$ cat config.mk
export PLATFORM = sky130hd
export DESIGN_NAME = tcl_resolver
export DESIGN_NICKNAME = d
export VERILOG_FILES = /design/src/rtl/tcl_pkg.sv /design/src/rtl/tcl_len_resolve.sv /design/src/rtl/tcl_phase_drv.sv /design/src/rtl/tcl_halt_trk.sv /design/src/rtl/tcl_resolver.sv
export SDC_FILE = /design/constraint.sdc
export NUM_CORES = 1
export LEC_CHECK = 0
export BUFFER_PORTS_ARGS = -buffer_cell sky130_fd_sc_hd__clkbuf_2
export CORE_MARGIN = 8
export CORE_UTILIZATION = 40
export CTS_CLUSTER_DIAMETER = 50
export DETAILED_ROUTE_END_ITERATION = 6
export PLACE_DENSITY_LB_ADDON = 0.15
export SYNTH_ARGS = -nofsm -noshare
export SYNTH_HDL_FRONTEND = slang
export SYNTH_SLANG_ARGS = --single-unit
export TNS_END_PERCENT = 1
$ cat constraint.sdc
create_clock -name clk -period 1.75 [get_ports clk]
set_input_delay 0.2625 -clock clk [delete_from_list [all_inputs] [get_ports clk]]
set_output_delay 0.2625 -clock clk [all_outputs]
set_load 0.1 [all_outputs]
$ cat src/rtl/tcl_pkg.sv
// Package: shared state type, phase encoding and group-length lookup
// for the target command-phase length resolver.
// Assumes: group code sits in bits 7:5 of the first command byte.
package tcl_pkg;

    typedef enum logic [1:0] {
        ST_IDLE     = 2'd0,
        ST_WAIT_CMD = 2'd1,
        ST_MOVE     = 2'd2
    } tcl_state_t;

    // {MSG, C/D, I/O} value for command phase
    localparam logic [2:0] PH_COMMAND = 3'b010;

    // Kind of group: fixed length, vendor unique, or other
    typedef enum logic [1:0] {
        GK_FIXED  = 2'd0,
        GK_VENDOR = 2'd1,
        GK_OTHER  = 2'd2
    } tcl_gkind_t;

    // Classify a 3-bit group code
    function automatic tcl_gkind_t group_kind(input logic [2:0] grp);
        case (grp)
            3'd0, 3'd1, 3'd2, 3'd5: group_kind = GK_FIXED;
            3'd6, 3'd7:             group_kind = GK_VENDOR;
            default:                group_kind = GK_OTHER;
        endcase
    endfunction

    // Command-block length for fixed-length groups
    function automatic logic [3:0] group_len(input logic [2:0] grp);
        case (grp)
            3'd0:       group_len = 4'd6;
            3'd1, 3'd2: group_len = 4'd10;
            3'd5:       group_len = 4'd12;
            default:    group_len = 4'd0;
        endcase
    endfunction

endpackage

$ cat src/rtl/tcl_len_resolve.sv
// Module: combinational count resolver.
// Takes the group code of the first command byte, the override bit and the
// programmed count; returns the count to transfer and an illegal flag.
// Assumes: CNT_W >= 4 so every fixed length fits.
module tcl_len_resolve #(
    parameter int CNT_W = 24
) (
    input  logic [2:0]       grp_i,
    input  logic             ovr_i,
    input  logic [CNT_W-1:0] prog_i,
    output logic [CNT_W-1:0] len_o,
    output logic             illegal_o
);
    import tcl_pkg::*;

    localparam int PAD_W = CNT_W - 4;

    tcl_gkind_t kind;

    // Pick resolved count and illegal flag from group kind and override
    always_comb begin
        kind      = group_kind(grp_i);
        len_o     = prog_i;
        illegal_o = 1'b0;
        if (!ovr_i) begin
            case (kind)
                GK_FIXED:  len_o = {{PAD_W{1'b0}}, group_len(grp_i)};
                GK_OTHER:  illegal_o = (prog_i == '0);
                default:   len_o = prog_i;
            endcase
        end
    end

endmodule

$ cat src/rtl/tcl_phase_drv.sv
// Module: phase output register.
// Loads the instruction phase field at move start and clears it when the
// move ends, so the bus phase lines are low whenever no move is active.
module tcl_phase_drv (
    input  logic       clk,
    input  logic       rst_n,
    input  logic       load_i,
    input  logic       clear_i,
    input  logic [2:0] phase_i,
    output logic       msg_o,
    output logic       cd_o,
    output logic       io_o,
    output logic [2:0] phase_q_o
);
    logic [2:0] ph_q;

    // Hold the driven phase for the life of a move
    always_ff @(posedge clk) begin
        if (!rst_n)        ph_q <= 3'b000;
        else if (load_i)   ph_q <= phase_i;
        else if (clear_i)  ph_q <= 3'b000;
    end

    assign msg_o     = ph_q[2];
    assign cd_o      = ph_q[1];
    assign io_o      = ph_q[0];
    assign phase_q_o = ph_q;

endmodule

$ cat src/rtl/tcl_halt_trk.sv
// Module: sticky halt tracker.
// Immediate mode: an event while active sets the halt at once.
// Deferred mode: events are remembered and the halt is set when the move
// ends. A set always wins over a software clear in the same cycle.
module tcl_halt_trk (
    input  logic clk,
    input  logic rst_n,
    input  logic active_i,
    input  logic defer_i,
    input  logic evt_i,
    input  logic end_i,
    input  logic clr_i,
    output logic halt_o
);
    logic pend_q;
    logic halt_q;
    logic set_now;

    // Decide whether the halt is raised this cycle
    always_comb begin
        set_now = 1'b0;
        if (active_i && evt_i && !defer_i)            set_now = 1'b1;
        if (end_i && defer_i && (pend_q || evt_i))    set_now = 1'b1;
    end

    // Remember deferred events until the move ends
    always_ff @(posedge clk) begin
        if (!rst_n)                                pend_q <= 1'b0;
        else if (end_i || !active_i)               pend_q <= 1'b0;
        else if (evt_i && defer_i)                 pend_q <= 1'b1;
    end

    // Sticky halt flag, set beats clear
    always_ff @(posedge clk) begin
        if (!rst_n)        halt_q <= 1'b0;
        else if (set_now)  halt_q <= 1'b1;
        else if (clr_i)    halt_q <= 1'b0;
    end

    assign halt_o = halt_q;

endmodule

$ cat src/rtl/tcl_resolver.sv
// Module: top of the target command-phase length resolver.
// Sequences a block move in target role: role check, phase drive, count
// resolution from the first command byte, illegal trap and halt control.
// Assumes: move_done_i comes from the transfer engine once the count is
// used up; cmd_valid_i is only looked at while waiting for the first byte.
module tcl_resolver #(
    parameter int CNT_W = 24
) (
    input  logic             clk,
    input  logic             rst_n,
    input  logic             role_target_i,
    input  logic             start_i,
    input  logic [2:0]       phase_i,
    input  logic [CNT_W-1:0] count_i,
    input  logic             ovr_i,
    input  logic             defer_i,
    input  logic             cmd_valid_i,
    input  logic [7:0]       cmd_byte_i,
    input  logic             atn_i,
    input  logic             par_err_i,
    input  logic             move_done_i,
    input  logic             halt_clr_i,
    output logic             msg_o,
    output logic             cd_o,
    output logic             io_o,
    output logic             active_o,
    output logic             cnt_valid_o,
    output logic [CNT_W-1:0] cnt_o,
    output logic             illegal_o,
    output logic             role_err_o,
    output logic             halt_o
);
    import tcl_pkg::*;

    localparam int GRP_LSB = 5;

    tcl_state_t       state_q, state_d;
    logic [CNT_W-1:0] prog_q;
    logic             ovr_q;
    logic             defer_q;
    logic [CNT_W-1:0] cnt_q, cnt_d;
    logic             vld_q, vld_d;
    logic             ill_q, ill_d;
    logic             rerr_q, rerr_d;
    logic             load_ph;
    logic             active;
    logic             evt;
    logic             abort;
    logic             move_end;
    logic [CNT_W-1:0] res_len;
    logic             res_ill;
    logic [2:0]       phase_q;

    assign active   = (state_q != ST_IDLE);
    assign evt      = atn_i | par_err_i;
    assign abort    = active && evt && !defer_q;
    assign move_end = active && (state_d == ST_IDLE);

    tcl_len_resolve #(.CNT_W(CNT_W)) u_len (
        .grp_i     (cmd_byte_i[GRP_LSB +: 3]),
        .ovr_i     (ovr_q),
        .prog_i    (prog_q),
        .len_o     (res_len),
        .illegal_o (res_ill)
    );

    tcl_phase_drv u_ph (
        .clk       (clk),
        .rst_n     (rst_n),
        .load_i    (load_ph),
        .clear_i   (move_end),
        .phase_i   (phase_i),
        .msg_o     (msg_o),
        .cd_o      (cd_o),
        .io_o      (io_o),
        .phase_q_o (phase_q)
    );

    tcl_halt_trk u_halt (
        .clk      (clk),
        .rst_n    (rst_n),
        .active_i (active),
        .defer_i  (defer_q),
        .evt_i    (evt),
        .end_i    (move_end),
        .clr_i    (halt_clr_i),
        .halt_o   (halt_o)
    );

    // Next-state and result selection for one move
    always_comb begin
        state_d = state_q;
        cnt_d   = cnt_q;
        vld_d   = 1'b0;
        ill_d   = 1'b0;
        rerr_d  = 1'b0;
        load_ph = 1'b0;
        case (state_q)
            ST_IDLE: begin
                if (start_i) begin
                    if (!role_target_i) begin
                        rerr_d = 1'b1;
                    end else begin
                        load_ph = 1'b1;
                        if (phase_i == PH_COMMAND) begin
                            state_d = ST_WAIT_CMD;
                        end else begin
                            state_d = ST_MOVE;
                            vld_d   = 1'b1;
                            cnt_d   = count_i;
                        end
                    end
                end
            end
            ST_WAIT_CMD: begin
                if (abort) begin
                    state_d = ST_IDLE;
                end else if (cmd_valid_i) begin
                    vld_d   = 1'b1;
                    ill_d   = res_ill;
                    cnt_d   = res_len;
                    state_d = res_ill ? ST_IDLE : ST_MOVE;
                end
            end
            ST_MOVE: begin
                if (abort || move_done_i) state_d = ST_IDLE;
            end
            default: state_d = ST_IDLE;
        endcase
    end

    // State and result registers
    always_ff @(posedge clk) begin
        if (!rst_n) begin
            state_q <= ST_IDLE;
            cnt_q   <= '0;
            vld_q   <= 1'b0;
            ill_q   <= 1'b0;
            rerr_q  <= 1'b0;
        end else begin
            state_q <= state_d;
            cnt_q   <= cnt_d;
            vld_q   <= vld_d;
            ill_q   <= ill_d;
            rerr_q  <= rerr_d;
        end
    end

    // Instruction fields captured at start
    always_ff @(posedge clk) begin
        if (!rst_n) begin
            prog_q  <= '0;
            ovr_q   <= 1'b0;
            defer_q <= 1'b0;
        end else if (load_ph) begin
            prog_q  <= count_i;
            ovr_q   <= ovr_i;
            defer_q <= defer_i;
        end
    end

    assign active_o    = active;
    assign cnt_valid_o = vld_q;
    assign cnt_o       = cnt_q;
    assign illegal_o   = ill_q;
    assign role_err_o  = rerr_q;

endmodule

==> reports/metrics.sh, run 1 <==
CLOCK_TREE.ROOT_CELL='clkbuf_8'
CP_DATA_ARRIVAL_TIME_PS=1920
TIMING.CRITICAL_PATH.CELLS='nor4_1 -> nand4_1 -> buf_4 -> o21ai_1 -> a32o_1'
PER_CELL_ROUTED_WIRE_LENGTH_UM=16.41
FINAL_NETS=436
NETLIST_INSTANCES=309
GLOBALROUTE.TOTALOVERFLOW=0
HOLD_VIOL_FINAL=0
DOMINANT_COMBINATIONAL_CELL_FAMILY_BY_AREA_AFTER_SYNTHESIS='compound AO/OA/AOI/OAI gates'
LEADING_CELL_TYPE_IN_THE_LAYOUT_FILL_AND_TAPS_EXCLUDED='clkbuf_2'
TIMING.FMAX_MHz=609.6
FLOW.AREA_GROWTH_FROM_SYNTHESIS_PCT=27.87
ROWS=30
CTS-HOLD-FIX-BUFFERS=0
SYNTH_WARNINGS=0
SLOWEST_DELAY_PS=370
FINALMAXSLEWVIOLATIONS=0
ANTENNA_FOUND_INITIAL=0
MAXSLEWHEADROOM_PCT=63.76
PORT-BUFFER-COUNT=72
GRT_MAX_DEGREE=40
P_LEAK_uW=0.001397
DRT-TOTAL-WL_UM=7764
SYNTH-EDFF-COUNT=0
GROUTE.USAGE.OVERALL_PCT=16.49
FIN_WS_PS=109.7
YOSYS-MUX-AREA-FRACTION_PCT=0.4202
POST-PLACE-WS_PS=76.86
POSTSYNTHNETCOUNT=355
DETAILEDROUTE.FIRSTITERATIONVIOLATIONS=130
GROUTE.LAYER.MET3.USAGE_PCT=4.836
CTS.REPORTEDPATHS.CLKPINSLEW_PS=60
ROUTABILITY_CONG=0.9232
POSTSYNTHREGISTERBITS=60
GLOBALROUTEMET2UTIL_PCT=26.03
TIGHTEST_SLEW_PS=545.9
DIE_FOOTPRINT_UM2=9576
CRITICAL-PATH-TOP-DELAY-FAMILY='simple AND/OR/NAND/NOR gates'
SYNTHARSTFLOPSHARE_PCT=0
POST_CTS_SETUP_DRIVEN_BUFFER_INSERTION_COUNT=0
FIRSTDRTPASSITERS=4
CLOCK_INSERTION_DELAY_AT_THE_LATER_PIN_OF_THE_SKEW_REPORT_PS=340
LAYOUT.CELL_AREA.NON_FILLER_UM2=3427
POST_ROUTE_MINIMUM_PERIOD_PS=1640
TOP_LEVEL_PORTS=78
FINALPOWER_uW=3727
CLOCK_TREE.BUFFER_DEPTH=2
CRITICAL_PATH.MAX_FANOUT=3
POST-ROUTE-DRC-COUNT=0
R2R_START='prog_q[9]'
HOLD_START='role_target_i'
INITIAL_UTILIZATION_PCT=40.34
ANTENNADIODECOUNT=0
GLOBAL_ROUTE_WIRE_LENGTH_BEFORE_REPAIR_UM=12720
POSTROUTEANTENNANETS=0
GRT_PASS1_VIAS=2569
SYNTH_AREA_PER_CELL_UM2=8.673
FINALSETUPVIOLATIONS=0
WORST_CLOCK_SKEW_PS=6.121
CRIT_PATH_START_KIND='register'
SYNTH_SIMPLE_GATE_AREA_SHARE_PCT=16.95
NUMCTSBUFFERS=9
POWER.IR.VDD_WORST_uV=414.9
PLACE_AREA_UM2=3231
GLOBALROUTE.BUSIESTLAYER='met2'
POST_ROUTE_CELLS_DRIVE_ABOVE_1_SHARE_PCT=34.35
DIE_X_EXTENT_UM=97.86
FINALCRITPERIODSHARE_PCT=93.73
SEQUENTIAL_SHARE_OF_THE_SYNTHESIZED_AREA_PCT=44.82
POST_SYNTH_FA_HA_MAJ_AREA_FRACTION_PCT=0
DR_TOTAL_VIAS=2598
VIAS_PER_CELL=5.493
DATA_REQUIRED_TIME_OF_THE_WORST_PATH_PS=2030
RSZ_0062_RAISED_AFTER_GLOBAL_ROUTING='no'
CTS_TREE='done'
WORSTHOLDPATHTYPE='in2reg'
WORSTSETUPENDPOINTTYPE='register'
CTS_MAX_LEVEL=3
POWER_PER_CELL_AREA_nW_PER_UM2=1088
TOP_LIBRARY_CELLS_BY_USAGE_IN_THE_LAYOUT_FILL_AND_TAPS_ASIDE='clkbuf_2, nand2_1, dfxtp_1'
LAYOUT.CORE_UTILIZATION_PCT=51.58
CELL_WITH_THE_LARGEST_STAGE_DELAY_ON_THE_WORST_PATH='nor4_1'
STARTPOINT='prog_q[9]'
SYNTHTOPCELLSBYAREA='dfxtp_1, a21oi_1, a211oi_2'
DIE_H_UM=97.86
POST_CTS_RESIZED=0
SYN-CELL-AREA_UM2=2680
SETUP-TNS-FINAL_PS=0
YOSYS.AREA.TOP_TYPE='dfxtp_1'
SEQCELLAREA_UM2=1201
FP.COREAREA_UM2=6644
MULTI_INPUT_COMB_AREA_UM2=1351
CLOCK_SINK_COUNT=60
DP.FINAL_HPWL_UM=5469
FILLCELLCOUNT=643
GROUTE.LAYER.MET1.USAGE_PCT=20.17
AREA_FRACTION_IN_COMPOUND_GATES_AFTER_SYNTHESIS_PCT=32.73
POST-SYNTH-TOP-AREA-FRACTION_PCT=44.82
MAX_CAP_VIOL_COUNT=0
POST_SYNTH_XOR_AREA_FRACTION_PCT=0
CRITICAL_PATH_BUFFERS_AND_INVERTERS=1
YS_TYPES=44
RUN_STATUS='completed'
SETUP.WORST_PATH.CLASS='reg2reg'
YOSYS_MOST_USED_DFF='dfxtp_1'
## final timing paths
kind | end | slack [ps] | cells after the start
setup / recovery | u_halt.halt_o | 110 | 5
hold / removal | role_err_o | 130 | 2
setup reg to reg | u_halt.halt_o | 110 | 5
hold reg to reg | u_ph.phase_q_o[1] | 470 | 2
## per-layer routing
| metal | wire length (um) | vias to the layer above |
|---|---|---|
| met5 | 0 | - |
| met3 | 384 | 11 |
| met4 | 100 | 0 |
| met2 | 3686 | 59 |
| met1 | 3592 | 1226 |
| li1 | - | 1302 |
## area by class of cell
| cell class | count | share of cell area, % |
|---|---|---|
| Multi-Input combinational cell | 220 | 39.43 |
| Inverter | 5 | 0.5476 |
| Tap cell | 80 | 2.921 |
| Clock inverter | 2 | 1.022 |
| Timing Repair Buffer | 94 | 16.50 |
| Sequential cell | 60 | 35.05 |
| Clock buffer | 12 | 4.527 |
## cells in the mapped netlist, types with 4 or more instances
master / instances
a211oi_2: 20
a21oi_1: 54
a22oi_1: 22
buf_2: 4
clkbuf_1: 17
dfxtp_1: 60
inv_1: 4
nand2_1: 60
nand3_1: 8
nor2_1: 5
nor3_1: 5
nor4_1: 5
## logic make-up after synthesis
group / after synthesis
and+or+nand+nor: 99
muxes: 1
DFF: 60
buffers and inverters: 29
AOI/OAI and AO/OA: 120
## per-stage QoR
step,cells,hold slack (ps)
floorplan,309,339.1
global placement,459,457.8
detailed placement,459,463.7
CTS,473,113.9
global route,473,109.2
finish,473,129.3
## sequential cells by signal, summed over array words and instances, names as in the netlist
signal,cells
cnt_o,24
cnt_valid_o,1
defer_q,1
illegal_o,1
ovr_q,1
prog_q,24
role_err_o,1
state_q,2
u_halt.halt_o,1
u_halt.pend_q,1
u_ph.phase_q_o,3
## power breakdown
| part | total (uW) | internal [uW] | switching (uW) |
|---|---|---|---|
| Sequential | 1510 | 1460 | 54.5 |
| Clock | 1230 | 718 | 516 |
| Combinational | 982 | 247 | 736 |
Power figures use the tool's default switching activity.
==> run 2, diff against run 1 <==
--- a/config.mk
+++ b/config.mk
@@ -6,7 +6,7 @@
 export NUM_CORES = 1
 export LEC_CHECK = 0
 export BUFFER_PORTS_ARGS = -buffer_cell sky130_fd_sc_hd__clkbuf_2
-export CORE_MARGIN = 8
+export CORE_MARGIN = 2
 export CORE_UTILIZATION = 40
 export CTS_CLUSTER_DIAMETER = 50
 export DETAILED_ROUTE_END_ITERATION = 6
==> constraint.sdc (replaced) <==
create_clock -name clk -period 1.75 [get_ports clk]
set_input_delay 0.2625 -clock clk [delete_from_list [all_inputs] [get_ports clk]]
set_output_delay 0.2625 -clock clk [all_outputs]
set_load 0.05 [all_outputs]
==> reports/metrics.sh, run 2 (same netlist as run 1, synthesis figures left out) <==
GRT_PASS1_VIAS=2391  # was 2569
FIN_WS_PS=107.6  # was 109.7 ps
POST-PLACE-CELLS=454  # was 459
POSTROUTEANTENNANETS=0  # unchanged
GLOBAL_ROUTE_WIRE_LENGTH_BEFORE_REPAIR_UM=11900  # was 12720 um
STARTPOINT='prog_q[13]'  # was prog_q[9]
NUMCTSBUFFERS=9  # unchanged
DP.FINAL_HPWL_UM=4846  # was 5469 um
TIMING.RR.END='u_ph.phase_q_o[1]'  # was u_halt.halt_o
MAXSLEWHEADROOM_PCT=56.63  # was 63.76%
TIMING.FMAX_MHz=608.9  # was 609.6 MHz
DR_TOTAL_VIAS=2594  # was 2598
CTS_TREE='done'  # unchanged
WORSTSETUPENDPOINTTYPE='register'  # unchanged
WORST_CLOCK_SKEW_PS=8.122  # was 6.121 ps
TOP_LIBRARY_CELLS_BY_USAGE_IN_THE_LAYOUT_FILL_AND_TAPS_ASIDE='clkbuf_2, nand2_1, dfxtp_1'  # unchanged
FLOW.AREA_GROWTH_FROM_SYNTHESIS_PCT=26.89  # was 27.87%
ANTENNADIODECOUNT=0  # unchanged
PER_CELL_ROUTED_WIRE_LENGTH_UM=15.69  # was 16.41 um
PORT-BUFFER-COUNT=72  # unchanged
POST_CTS_SETUP_DRIVEN_BUFFER_INSERTION_COUNT=0  # unchanged
FINALCRITPERIODSHARE_PCT=93.85  # was 93.73%
SETUP-TNS-FINAL_PS=0  # unchanged
FINAL_NETS=434  # was 436
MULTI_INPUT_COMB_AREA_UM2=1360  # was 1351 um^2
POWER_PER_CELL_AREA_nW_PER_UM2=996.5  # was 1088 nW/um^2
POST-PLACE-WS_PS=83.11  # was 76.86 ps
SETUP.WORST_PATH.CLASS='reg2reg'  # unchanged
GLOBALROUTE.TOTALOVERFLOW=0  # unchanged
WORSTREGTOREGCELLS=6  # was 5
FP.COREAREA_UM2=6422  # was 6644 um^2
ANTENNA_FOUND_INITIAL=0  # unchanged
MAX_CAP_VIOL_COUNT=0  # unchanged
INITIAL_UTILIZATION_PCT=41.73  # was 40.34%
TIMING.REG2REG.SETUP_SLACK_PS=110  # about the same
RSZ_0062_RAISED_AFTER_GLOBAL_ROUTING='no'  # unchanged
VIOLATIONS='design-rule violations'
RUN_STATUS='finished with violations'  # was completed
TOP_LEVEL_PORTS=78  # unchanged
LEADING_CELL_TYPE_IN_THE_LAYOUT_FILL_AND_TAPS_EXCLUDED='clkbuf_2'  # unchanged
FINAL_CELL_COUNT_NO_FILL=468  # was 473
HOLD_VIOL_FINAL=0  # unchanged
POST_ROUTE_CELLS_DRIVE_ABOVE_1_SHARE_PCT=34.27  # was 34.35%
POWER.IR.VDD_WORST_uV=593.7  # was 414.9 uV
CP-ENDPOINT='u_ph.phase_q_o[1]'  # was u_halt.halt_o
DIE_X_EXTENT_UM=85.86  # was 97.86 um
CLOCK_TREE.BUFFER_DEPTH=2  # unchanged
FILLCELLCOUNT=629  # was 643
CP_DATA_ARRIVAL_TIME_PS=1860  # was 1920 ps
P_LEAK_uW=0.001377  # was 0.001397 uW
DRT-TOTAL-WL_UM=7343  # was 7764 um
SEQCELLAREA_UM2=1201  # unchanged
CRIT_PATH_START_KIND='register'  # unchanged
ROWS=29  # was 30
LAYOUT.CORE_UTILIZATION_PCT=52.95  # was 51.58%
DIE_H_UM=85.86  # was 97.86 um
GROUTE.USAGE.OVERALL_PCT=20.74  # was 16.49%
CLOCK_SINK_COUNT=60  # unchanged
CRITICAL_PATH.MAX_FANOUT=3  # unchanged
TIGHTEST_SLEW_PS=650.6  # was 545.9 ps
WORSTHOLDPATHTYPE='in2reg'  # unchanged
CLOCK_TREE.ROOT_CELL='clkbuf_8'  # unchanged
ROUTABILITY_CONG=0.7881  # was 0.9232
FINALSETUPVIOLATIONS=0  # unchanged
VIAS_PER_CELL=5.543  # was 5.493
GRT_MAX_DEGREE=51  # was 40
DATA_REQUIRED_TIME_OF_THE_WORST_PATH_PS=1970  # was 2030 ps
POST_ROUTE_MINIMUM_PERIOD_PS=1642  # was 1640 ps
DETAILEDROUTE.FIRSTITERATIONVIOLATIONS=178  # was 130
HOLD-WORST-SLACK_PS=110.2  # was 129.3 ps
POST-ROUTE-DRC-COUNT=3  # was 0
FINALMAXSLEWVIOLATIONS=0  # unchanged
DIE_FOOTPRINT_UM2=7371  # was 9576 um^2
CLOCK_INSERTION_DELAY_AT_THE_LATER_PIN_OF_THE_SKEW_REPORT_PS=340  # about the same
FIRSTDRTPASSITERS=7  # was 4
R2R_START='prog_q[13]'  # was prog_q[9]
CTS_MAX_LEVEL=3  # unchanged
CTS.REPORTEDPATHS.CLKPINSLEW_PS=70  # was 60 ps
[run 2: worst min path at each step]
stage	from	end	slack, ps	cells after the start
floorplan	role_target_i	role_err_o	340	1
global placement	u_halt.pend_q	u_halt.pend_q	450	2
detailed placement	u_ph.phase_q_o[2]	u_ph.phase_q_o[2]	460	2
CTS	role_target_i	role_err_o	100	2
global route	role_target_i	role_err_o	120	2
finish	role_target_i	role_err_o	110	2
[run 2: layer usage]
layer	part of all wire, %	global-route usage, %	up-vias
met1	45	28.33	1217
met5	0	0	-
met3	6.1	4.427	8
met2	47	31.75	76
met4	1.6	8.802	0
li1	-	-	1293
[run 2: critical path: stages, from the launching register on]
cell and delay [ps]:
dfxtp_1 330, nor4_1 320, buf_4 170, nand4_1 140
nor4b_1 310, buf_4 180, o31ai_1 70
[run 2: metrics by stage]
step | power (uW) | area, um^2
after CTS | 3413 | 3386
after floorplan | 2060 | 2680
final | 3389 | 3401
after detailed placement | 2289 | 3209
after global routing | 3538 | 3401
after global placement | 2281 | 3209
[run 2: layout make-up]
cell class | count | area share, %
Clock buffer | 13 | 4.967
Clock inverter | 1 | 0.2208
Inverter | 5 | 0.5519
Multi-Input combinational cell | 220 | 39.99
Sequential cell | 60 | 35.32
Tap cell | 77 | 2.833
Timing Repair Buffer | 92 | 16.11
[run 2: repair_timing]
item | in CTS | in global routing
gates resized for setup | 0 | 3
hold buffers | 0 | 0
setup endpoints to repair | 0 | 28
[run 2: power breakdown]
group / internal [uW] / total [uW] / leakage (uW) / switching [uW]
clock network: 615 / 1130 / 0.0000876 / 515
registers: 1460 / 1520 / 0.000492 / 59.6
logic: 245 / 743 / 0.000797 / 498
==> run 3, diff against run 2 <==
--- a/config.mk
+++ b/config.mk
@@ -8,7 +8,9 @@
 export BUFFER_PORTS_ARGS = -buffer_cell sky130_fd_sc_hd__clkbuf_2
 export CORE_MARGIN = 2
 export CORE_UTILIZATION = 40
+export CTS_BUF_LIST = sky130_fd_sc_hd__clkbuf_4 sky130_fd_sc_hd__clkbuf_8 sky130_fd_sc_hd__clkbuf_16
 export CTS_CLUSTER_DIAMETER = 50
+export CTS_CLUSTER_SIZE = 10
 export DETAILED_ROUTE_END_ITERATION = 6
 export PLACE_DENSITY_LB_ADDON = 0.15
 export SYNTH_ARGS = -nofsm -noshare
==> constraint.sdc (replaced) <==
create_clock -name clk -period 1.8 [get_ports clk]
set_input_delay 0.27 -clock clk [delete_from_list [all_inputs] [get_ports clk]]
set_output_delay 0.27 -clock clk [all_outputs]
set_load 0.05 [all_outputs]
==> reports/metrics.sh, run 3 (same netlist as run 1, synthesis figures left out) <==
RUN_STATUS='finished with violations'  # unchanged
VIOLATIONS='design-rule violations'  # unchanged
POST_CTS_SETUP_DRIVEN_BUFFER_INSERTION_COUNT=0  # unchanged
GRT_MAX_DEGREE=51  # unchanged
LAYOUT.CELL_AREA.NON_FILLER_UM2=3397  # was 3401 um^2
TOP_LEVEL_PORTS=78  # unchanged
GLOBALROUTE.TOTALOVERFLOW=0  # unchanged
CTS_MAX_LEVEL=3  # unchanged
SWITCHING_POWER_uW=1052  # was 1072 uW
MAX_CAP_VIOL_COUNT=0  # unchanged
POST-PLACE-WS_PS=126.6  # was 83.11 ps
WORSTHOLDPATHTYPE='in2reg'  # unchanged
FINALCRITPERIODSHARE_PCT=92.53  # was 93.85%
PORT-BUFFER-COUNT=72  # unchanged
WORSTSETUPENDPOINTTYPE='register'  # unchanged
SEQCELLAREA_UM2=1201  # unchanged
DATA_REQUIRED_TIME_OF_THE_WORST_PATH_PS=2010  # was 1970 ps
DETAILEDROUTE.FIRSTITERATIONVIOLATIONS=166  # was 178
POST_ROUTE_MINIMUM_PERIOD_PS=1666  # was 1642 ps
TOP_LIBRARY_CELLS_BY_USAGE_IN_THE_LAYOUT_FILL_AND_TAPS_ASIDE='clkbuf_2, nand2_1, dfxtp_1'  # unchanged
VIAS_PER_CELL=5.519  # was 5.543
POWER_FRAC_COMB_PCT=21.2  # was 21.9%
GROUTE.USAGE.OVERALL_PCT=20.78  # was 20.74%
SETUP.WORST_PATH.CLASS='reg2reg'  # unchanged
TIGHTEST_SLEW_PS=665.3  # was 650.6 ps
ROUTABILITY_CONG=0.8223  # was 0.7881
CTS-HOLD-FIX-BUFFERS=0  # unchanged
FLOW.AREA_GROWTH_FROM_SYNTHESIS_PCT=26.75  # was 26.89%
FIRSTDRTPASSITERS=6  # was 7
TIMING.FMAX_MHz=600.4  # was 608.9 MHz
RSZ_0062_RAISED_AFTER_GLOBAL_ROUTING='no'  # unchanged
DIE_FOOTPRINT_UM2=7371  # unchanged
INITIAL_UTILIZATION_PCT=41.73  # unchanged
FILLCELLCOUNT=635  # was 629
CP_DATA_ARRIVAL_TIME_PS=1880  # was 1860 ps
LAYOUT.CORE_UTILIZATION_PCT=52.89  # was 52.95%
P_SW_SHARE_PCT=30.88  # was 31.64%
FIN_WS_PS=134.4  # was 107.6 ps
ANTENNADIODECOUNT=0  # unchanged
FINALSETUPVIOLATIONS=0  # unchanged
FINAL_NETS=436  # was 434
POSTROUTEANTENNANETS=0  # unchanged
FP.COREAREA_UM2=6422  # unchanged
POWER.IR.VDD_WORST_uV=402.5  # was 593.7 uV
NUMCTSBUFFERS=9  # unchanged
DRT-TOTAL-WL_UM=7331  # was 7343 um
CLOCK_TREE.ROOT_CELL='clkbuf_8'  # unchanged
CTS.REPORTEDPATHS.CLKPINSLEW_PS=60  # was 70 ps
P_LEAK_uW=0.001391  # was 0.001377 uW
POST_ROUTE_CELLS_DRIVE_ABOVE_1_SHARE_PCT=34.94  # was 34.27%
ROWS=29  # unchanged
POST-ROUTE-DRC-COUNT=3  # unchanged
PER_CELL_ROUTED_WIRE_LENGTH_UM=15.53  # was 15.69 um
DIE_H_UM=85.86  # unchanged
P_INT_uW=2356  # was 2317 uW
CLOCK_TREE.BUFFER_DEPTH=2  # unchanged
CTS_TREE='done'  # unchanged
SETUP-TNS-FINAL_PS=0  # unchanged
DR_TOTAL_VIAS=2605  # was 2594
ANTENNA_FOUND_INITIAL=0  # unchanged
GRT_PASS1_VIAS=2454  # was 2391
MULTI_INPUT_COMB_AREA_UM2=1354  # was 1360 um^2
GLOBAL_ROUTE_WIRE_LENGTH_BEFORE_REPAIR_UM=12060  # was 11900 um
CRITICAL_PATH.MAX_FANOUT=3  # unchanged
CRIT_PATH_START_KIND='register'  # unchanged
HOLD_VIOL_FINAL=0  # unchanged
WORST_CLOCK_SKEW_PS=7.751  # was 8.122 ps
POST_CTS_RESIZED=0  # unchanged
DIE_X_EXTENT_UM=85.86  # unchanged
CLKPWRFRAC_PCT=35.6  # was 33.3%
MAXSLEWHEADROOM_PCT=55.65  # was 56.63%
CLOCK_SINK_COUNT=60  # unchanged
PLACE_AREA_UM2=3187  # was 3209 um^2
TIMING.REG2REG.SETUP_SLACK_PS=130  # was 110 ps
CLOCK_INSERTION_DELAY_AT_THE_LATER_PIN_OF_THE_SKEW_REPORT_PS=330  # was 340 ps
LEADING_CELL_TYPE_IN_THE_LAYOUT_FILL_AND_TAPS_EXCLUDED='clkbuf_2'  # unchanged
FINALMAXSLEWVIOLATIONS=0  # unchanged
POWER.SEQUENTIAL.FRACTION_PCT=43.2  # was 44.8%
POWER_PER_CELL_AREA_nW_PER_UM2=1003  # was 996.5 nW/um^2
DP.FINAL_HPWL_UM=4967  # was 4846 um
==> run 3: final timing paths <==
path	startpoint	to	depth (start not counted)
setup / recovery	prog_q[9]	u_ph.phase_q_o[0]	5
hold / removal	role_target_i	role_err_o	2
setup reg to reg	prog_q[9]	u_ph.phase_q_o[0]	5
hold reg to reg	u_ph.phase_q_o[2]	u_ph.phase_q_o[2]	2
==> run 3: power groups by stage <==
stage	clock, uW	sequential (uW)	combinational, uW
floorplan	0	1690	309
global placement	0	1500	715
detailed placement	0	1500	723
CTS	1250	1470	724
global route	1310	1480	777
finish	1210	1470	721
==> run 3: layout make-up <==
class	instances	share of cell area, %
inverter	5	0.5525
multi-input combinational	220	39.85
tap	77	2.836
clock inverter	4	1.436
sequential	60	35.36
timing repair buffer	94	15.47
clock buffer	12	4.494
==> run 3: per-stage QoR <==
stage,cells,power [uW],hold WS (ps)
2_1_floorplan,309,2003,346.6
3_3_place_gp,456,2214,452.9
3_5_place_dp,456,2223,462.3
4_1_cts,472,3446,123.6
5_1_grt,472,3568,135.8
6_report,472,3409,139.3
==> run 3: per-layer routing <==
layer	vias to the layer above	routed length, um	track usage, %
li1	1293	-	-
met5	-	0	0
met3	14	363	5.197
met4	0	161	8.947
met1	1229	3490	28.81
met2	69	3316	30.68
==> run 3: worst max-delay path: stages (launching register included) <==
cell and delay, ps:
dfxtp_1 330, nor4_1 360, nand4_1 240, nor4b_1 370, buf_4 180, o31ai_1 70
